File: src/rtl/nzvc_pkg.sv
package nzvc_pkg;

   typedef enum logic [2:0] {
      OP_ADD  = 3'd0,
      OP_SUB  = 3'd1,
      OP_NEG  = 3'd2,
      OP_TST  = 3'd3,
      OP_CLR  = 3'd4,
      OP_ASR  = 3'd5,
      OP_LOAD = 3'd6,
      OP_KEEP = 3'd7
   } alu_op_e;

   typedef struct packed {
      logic n;
      logic z;
      logic v;
      logic c;
   } ccr_t;

   localparam ccr_t CCR_RESET = '{n: 1'b0, z: 1'b0, v: 1'b0, c: 1'b0};

   // operations allowed to write the flag register
   function automatic logic op_writes_flags(alu_op_e op);
      return !(op inside {OP_LOAD, OP_KEEP});
   endfunction

   // operations whose result comes from the shared add/subtract path
   function automatic logic op_uses_adder(alu_op_e op);
      return op inside {OP_ADD, OP_SUB, OP_NEG, OP_TST, OP_CLR};
   endfunction

endpackage

File: src/rtl/nzvc_addsub.sv
module nzvc_addsub #(
   parameter int WIDTH       = 8,
   parameter bit TRUE_BORROW = 1'b1
) (
   input  logic [WIDTH-1:0] x,
   input  logic [WIDTH-1:0] y,
   input  logic             sub,
   output logic [WIDTH-1:0] sum,
   output logic             carry,
   output logic             ovf
);
   localparam int MSB = WIDTH - 1;

   if (WIDTH < 2) begin : g_bad_width
      $error("nzvc_addsub: WIDTH must be at least 2");
   end

   logic [WIDTH-1:0] y_eff;
   logic [WIDTH:0]   wide;
   logic             cout;

   // subtraction as x + ~y + 1
   assign y_eff = sub ? ~y : y;
   assign wide  = {1'b0, x} + {1'b0, y_eff} + {{WIDTH{1'b0}}, sub};
   assign sum   = wide[MSB:0];
   assign cout  = wide[WIDTH];

   // signed overflow: like-signed inputs to the adder, result of the other sign
   assign ovf = (x[MSB] == y_eff[MSB]) && (sum[MSB] != x[MSB]);

   if (TRUE_BORROW) begin : g_borrow
      assign carry = sub ? ~cout : cout;
   end else begin : g_raw_carry
      assign carry = cout;
   end

endmodule

File: src/rtl/nzvc_shifter.sv
module nzvc_shifter #(
   parameter int WIDTH = 8
) (
   input  logic [WIDTH-1:0] x,
   output logic [WIDTH-1:0] res,
   output logic             out_bit
);
   localparam int MSB = WIDTH - 1;

   if (WIDTH < 2) begin : g_bad_width
      $error("nzvc_shifter: WIDTH must be at least 2");
   end

   // sign bit is replicated, lowest bit falls out
   assign res     = {x[MSB], x[MSB:1]};
   assign out_bit = x[0];

endmodule

File: src/rtl/nzvc_flag_reg.sv
module nzvc_flag_reg
   import nzvc_pkg::*;
(
   input  logic clk,
   input  logic rst_n,
   input  logic wr,
   input  ccr_t d,
   output ccr_t q
);

   always_ff @(posedge clk or negedge rst_n) begin
      if (!rst_n) begin
         q <= CCR_RESET;
      end else if (wr) begin
         q <= d;
      end
   end

   AST_FLAGS_HOLD: assert property (@(posedge clk) disable iff (!rst_n)
      !wr |=> $stable(q));

endmodule

File: src/rtl/nzvc_alu.sv
module nzvc_alu
   import nzvc_pkg::*;
#(
   parameter int WIDTH       = 8,
   parameter bit TRUE_BORROW = 1'b1
) (
   input  logic             clk,
   input  logic             rst_n,
   input  logic [WIDTH-1:0] op_a,
   input  logic [WIDTH-1:0] op_b,
   input  logic [2:0]       op_sel,
   input  logic             flag_en,
   output logic [WIDTH-1:0] result,
   output logic             flag_n,
   output logic             flag_z,
   output logic             flag_v,
   output logic             flag_c
);
   localparam int               MSB  = WIDTH - 1;
   localparam logic [WIDTH-1:0] ZERO = '0;
   localparam logic [WIDTH-1:0] MINV = {1'b1, {(WIDTH-1){1'b0}}};

   if (WIDTH < 2) begin : g_bad_width
      $error("nzvc_alu: WIDTH must be at least 2");
   end

   alu_op_e          op;
   logic [WIDTH-1:0] add_x, add_y, add_sum;
   logic             add_sub, add_c, add_v;
   logic [WIDTH-1:0] sh_res;
   logic             sh_out;
   logic             flag_wr;
   ccr_t             ccr_d, ccr_q;

   assign op = alu_op_e'(op_sel);

   // operand steering for the shared add/subtract path
   always_comb begin
      add_x   = op_a;
      add_y   = op_b;
      add_sub = 1'b0;
      unique case (op)
         OP_ADD: begin add_x = op_a; add_y = op_b; add_sub = 1'b0; end
         OP_SUB: begin add_x = op_a; add_y = op_b; add_sub = 1'b1; end
         OP_NEG: begin add_x = ZERO; add_y = op_a; add_sub = 1'b1; end
         OP_TST: begin add_x = op_a; add_y = ZERO; add_sub = 1'b1; end
         OP_CLR: begin add_x = ZERO; add_y = ZERO; add_sub = 1'b1; end
         default: begin add_x = op_a; add_y = op_b; add_sub = 1'b0; end
      endcase
   end

   nzvc_addsub #(
      .WIDTH       (WIDTH),
      .TRUE_BORROW (TRUE_BORROW)
   ) i_addsub (
      .x     (add_x),
      .y     (add_y),
      .sub   (add_sub),
      .sum   (add_sum),
      .carry (add_c),
      .ovf   (add_v)
   );

   nzvc_shifter #(
      .WIDTH (WIDTH)
   ) i_shifter (
      .x       (op_a),
      .res     (sh_res),
      .out_bit (sh_out)
   );

   // result selection
   always_comb begin
      if (op_uses_adder(op)) begin
         result = add_sum;
      end else if (op == OP_ASR) begin
         result = sh_res;
      end else if (op == OP_LOAD) begin
         result = op_b;
      end else begin
         result = op_a;
      end
   end

   // next flag values
   always_comb begin
      ccr_d.n = result[MSB];
      ccr_d.z = (result == ZERO);
      if (op == OP_ASR) begin
         ccr_d.c = sh_out;
         ccr_d.v = sh_res[MSB] ^ sh_out;
      end else begin
         ccr_d.c = add_c;
         ccr_d.v = add_v;
      end
   end

   assign flag_wr = flag_en && op_writes_flags(op);

   nzvc_flag_reg i_flags (
      .clk   (clk),
      .rst_n (rst_n),
      .wr    (flag_wr),
      .d     (ccr_d),
      .q     (ccr_q)
   );

   assign flag_n = ccr_q.n;
   assign flag_z = ccr_q.z;
   assign flag_v = ccr_q.v;
   assign flag_c = ccr_q.c;

   AST_N_FOLLOWS_MSB: assert property (@(posedge clk) disable iff (!rst_n)
      flag_wr |=> flag_n == $past(result[MSB]));
   AST_Z_FOLLOWS_RESULT: assert property (@(posedge clk) disable iff (!rst_n)
      flag_wr |=> flag_z == ($past(result) == ZERO));
   AST_ADD_CARRY: assert property (@(posedge clk) disable iff (!rst_n)
      (flag_wr && op == OP_ADD) |=> flag_c == ($past(op_b) > ~$past(op_a)));
   AST_NEG_CARRY: assert property (@(posedge clk) disable iff (!rst_n)
      (flag_wr && op == OP_NEG) |=> flag_c == ($past(op_a) != ZERO));
   AST_NEG_OVF: assert property (@(posedge clk) disable iff (!rst_n)
      (flag_wr && op == OP_NEG) |=> flag_v == ($past(op_a) == MINV));
   AST_TST_CLEAN: assert property (@(posedge clk) disable iff (!rst_n)
      (flag_wr && op == OP_TST) |=> (!flag_v && !flag_c));
   AST_CLR_PATTERN: assert property (@(posedge clk) disable iff (!rst_n)
      (flag_wr && op == OP_CLR) |=> (!flag_n && flag_z && !flag_v && !flag_c));
   AST_ASR_OVF: assert property (@(posedge clk) disable iff (!rst_n)
      (flag_wr && op == OP_ASR) |=> flag_v == (flag_n ^ flag_c));
   AST_NO_WRITE_ON_MOVE: assert property (@(posedge clk) disable iff (!rst_n)
      (op inside {OP_LOAD, OP_KEEP}) |=> $stable({flag_n, flag_z, flag_v, flag_c}));

   if (TRUE_BORROW) begin : g_borrow_check
      AST_SUB_BORROW: assert property (@(posedge clk) disable iff (!rst_n)
         (flag_wr && op == OP_SUB) |=> flag_c == ($past(op_b) > $past(op_a)));
   end

endmodule

File: config.mk
export PLATFORM = sky130hd
export DESIGN_NAME = nzvc_alu
export DESIGN_NICKNAME = d
export VERILOG_FILES = /design/src/rtl/nzvc_pkg.sv /design/src/rtl/nzvc_addsub.sv /design/src/rtl/nzvc_shifter.sv /design/src/rtl/nzvc_flag_reg.sv /design/src/rtl/nzvc_alu.sv
export SDC_FILE = /design/constraint.sdc
export NUM_CORES = 1
export LEC_CHECK = 0
export BUFFER_PORTS_ARGS = -buffer_cell sky130_fd_sc_hd__buf_2
export CORE_MARGIN = 1
export CORE_UTILIZATION = 40
export DETAILED_ROUTE_END_ITERATION = 10
export GPL_ROUTABILITY_DRIVEN = 0
export PLACE_DENSITY = 0.66
export SKIP_LAST_GASP = 1
export SYNTH_ARGS = -nofsm -noshare
export SYNTH_HDL_FRONTEND = slang
export SYNTH_SLANG_ARGS = --single-unit
File: constraint.sdc
create_clock -name clk -period 12.3 [get_ports clk]
set_clock_uncertainty 0.05 [all_clocks]
set_input_delay 2.46 -clock clk [delete_from_list [all_inputs] [get_ports clk]]
set_output_delay 2.46 -clock clk [all_outputs]
set_load 0.02 [all_outputs]
==> results by group <==
Run status
  • Outcome: complete, no violations

Layout
  • Regs by FF count: i_flags.q: 4 flops
  • Final instance area: about 1400 sq um
  • Commonest cells after routing, fill and taps aside: buf_2, a21oi_1, nand2_1
  • Diode count: 0
  • Nets: approximately 230
  • Layout cells sized above 1: between 20% and 30%
  • Biggest register: i_flags.q
  • Max FFs per register: 4
  • Synthesis-to-finish area growth: 12.8%
  • Most common cell after layout, fill and taps aside: buf_2
  • Final Util: 47.0%

Clocking
  • Clk slew on worst S/H paths: approximately 0.030 ns
  • Hold buffers post-CTS: 0
  • H-tree depth: 1
  • # clock sinks: 4
  • Clk Latency, worst-skew pair: around 0.24 ns
  • Post-CTS sizing: 0
  • CTS root buf: clkbuf_4
  • TritonCTS Buffers: 3
  • CTS tree: built
  • Setup bufs post-CTS: 0
  • Clk buf depth: 2

Worst hold path
  • Hold Startpoint: i_flags.q[3]$_DFFE_PN0P_
  • Hold crit path type: flip-flop to flip-flop

Power
  • Int Power: a little over 0.00006 W
  • Reg power frac: a little over an eighth
  • Logic pwr share: 73.1%
  • Net Sw Frac: between 40% and 50%
  • Clock share of power: between 10% and 20%
  • Pleak: 0.632 nW
  • Sw Pwr: 0.0000608 W
  • P per Cell Area: between 80 and 90 nW/um^2
  • Max VDD drop: approximately 0.021 mV

Floorplan
  • Die Area: around 3400 sq um
  • Initial Util: 41.7%
  • Chip Width: around 58 microns
  • Core Rows: 20
  • Core footprint: just over 3000 sq um
  • I/O Pins: 34
  • Die Ht: just under 60 microns

Yosys
  • Fraction of registers with async set/reset: 100%
  • Yosys top cell area share: between 8 and 9%
  • Yosys reg bits: 4
  • Ys Warns: 0
  • Syn avg cell area: between 7 and 8 sq um
  • Most common flop cell mapped by yosys: dfrtp_1
  • Seq/Total Area, Yosys: under 10%
  • Area leader, netlist: a21oi_1
  • Top cells by area, synth: a21oi_1, dfrtp_1, ha_1, xor2_1, nand2_1
  • Unique masters post-synth: 55
  • Post-synth EDFFs: 0
  • Synthesized area: about 1300 sq um
  • Syn_nets: roughly 210
  • Synth Instances: roughly 180

STA
  • RSZ-0062 raised after global routing: false
  • Minimum clock period: slightly below 8 ns
  • Part of the cycle the worst path needs: 63.9%
  • Worst slew pin tran: 0.675 ns
  • Setup-failing EPs final: 0
  • Setup TNS: 0 ns
  • Fmax: roughly 130 MHz
  • Max-slew headroom at the worst pin: around 55%
  • Endpoints failing hold: 0
  • Final Worst Setup Slack: approximately 4.4 ns
  • Final Max Tran Viols: 0

Global route
  • Largest net degree at the start of global routing: 34
  • Antenna violations before repair: 0
  • Global-route wire length before repair: 5110 microns
  • Vias in the first global route: ~1,100
  • Total gr overflow: 0
  • Global-route usage over all layers: a little under a fifth

Setup path
  • Worst R2R Setup Slack: about 11 ns
  • WP data required: approximately 9.8 ns
  • Critical Path Max Stage Delay: between 0.5 and 0.6 ns
  • Cell Chain, Critical Path: buf_2 -> nand2_1 -> o22ai_1 -> a21oi_1 -> fa_1 -> a211oi_1 -> o21bai_1 -> a21oi_1 -> xnor2_1 -> o22ai_1 -> buf_2
  • Slowest-stage cell, CP: buf_2
  • CP endpoint kind: output port
  • Critical path origin: op_sel[0]
  • Worst-path fanout max: 33
  • Startpoint types: input pin
  • R2r startpoint: i_flags.q[0]$_DFFE_PN0P_
  • Crit Path Category: input pin to output port
  • WP data arrival: about 5.4 ns

Drt
  • Drt wl/cell: between 10 and 15 microns
  • Vias after detailed routing: 1,325
  • Post-Route WL: ~3100 microns
  • Uppermost layer routed: met4
  • Met3 WL: ~93 microns
  • Starting DRC count in detailed routing: between 50 and 60
  • DRT Pass-1 Iters: 4
  • DRT antenna net count: 0
  • Residual DRC count: 0
  • Via/cell ratio: about 5.5
  • DR WL met2: approximately 1400 microns
  • DRT met1 WL: 1640 microns

Placement
  • Input/output buffers: 33
  • Pre-CTS setup slack: around 4.4 ns
  • Final HPWL DP: ~2400 microns
  • DP Area: ~1400 sq um

Flow run
  • Max_cap viols: 0
## layout make-up
| class | count | area [sq um] |
|---|---|---|
| clock buffers | 3 | 22.5 |
| fillers | 322 | 1610 |
| inverters | 4 | 15.0 |
| multi-input cells | 155 | 1060 |
| flip-flops and latches | 4 | 100 |
| well taps | 44 | 55.1 |
| repair buffers | 33 | 165 |
## worst paths after layout
| kind | cells after the start | end |
|---|---|---|
| setup / recovery | 11 | result[6] |
| hold / removal | 2 | i_flags.q[3]$_DFFE_PN0P_ |
| max in group asynchronous | 1 | i_flags.q[3]$_DFFE_PN0P_ |
| hold reg to reg | 2 | i_flags.q[3]$_DFFE_PN0P_ |
| setup reg to reg | 4 | i_flags.q[0]$_DFFE_PN0P_ |
| min in group asynchronous | 1 | i_flags.q[2]$_DFFE_PN0P_ |
## cells in the mapped netlist (all sizes together), types with 2 or more instances
library cell / number
a21oi: 22
nand2: 18
o21ai: 13
xor2: 11
nor2: 10
buf: 9
o22ai: 9
nor2b: 8
ha: 7
nand2b: 5
nand3: 5
dfrtp: 4
inv: 4
mux2i: 4
a211oi: 3
a21o: 3
clkbuf: 3
o21bai: 3
a22o: 2
a22oi: 2
and2: 2
mux2: 2
nor3b: 2
nor4: 2
or3b: 2
xnor2: 2
## layer usage
| layer | vias to the layer above | track usage, % |
|---|---|---|
| met2 | 31 | 30.5 |
| met1 | 594 | 27.8 |
| li1 | 698 | - |
| met5 | - | 0 |
| met4 | 0 | 4.08 |
| met3 | 2 | 0.670 |
## power by group through the flow
stage	clock (W)	sequential, W	combinational (W)
after floorplan	0	0.0000197	0.0000656
after detailed placement	0	0.0000167	0.0000892
after CTS	0.0000170	0.0000166	0.0000897
after global placement	0	0.0000167	0.0000894
after global routing	0.0000182	0.0000168	0.0000988
final	0.0000165	0.0000165	0.0000896
## logic make-up after synthesis
kind of cell	share of synthesized area, %
AOI/OAI and AO/OA	35.3
xor gates and xnor gates	9.62
adders and majority gates	8.53
buffers and inverters	7.64
DFF	7.94
muxes	4.96
and+or+nand+nor	26.0
## critical path: cells and delay by family
| family | cells | cell delay [ns] |
|---|---|---|
| AOI/OAI and AO/OA | 6 | 1.26 |
| buffers and inverters | 2 | 0.74 |
| adders and majority gates | 1 | 0.47 |
| and+or+nand+nor | 1 | 0.31 |
| xor gates and xnor gates | 1 | 0.09 |
## stage by stage
step,hold slack [ns],instances,power (W)
2_1_floorplan,0.543,175,0.0000852
3_3_place_gp,0.423,240,0.000106
3_5_place_dp,0.420,240,0.000106
4_1_cts,0.428,243,0.000123
5_1_grt,0.468,243,0.000134
6_report,0.420,243,0.000123
Note: power is estimated with default switching activity, not from simulation.
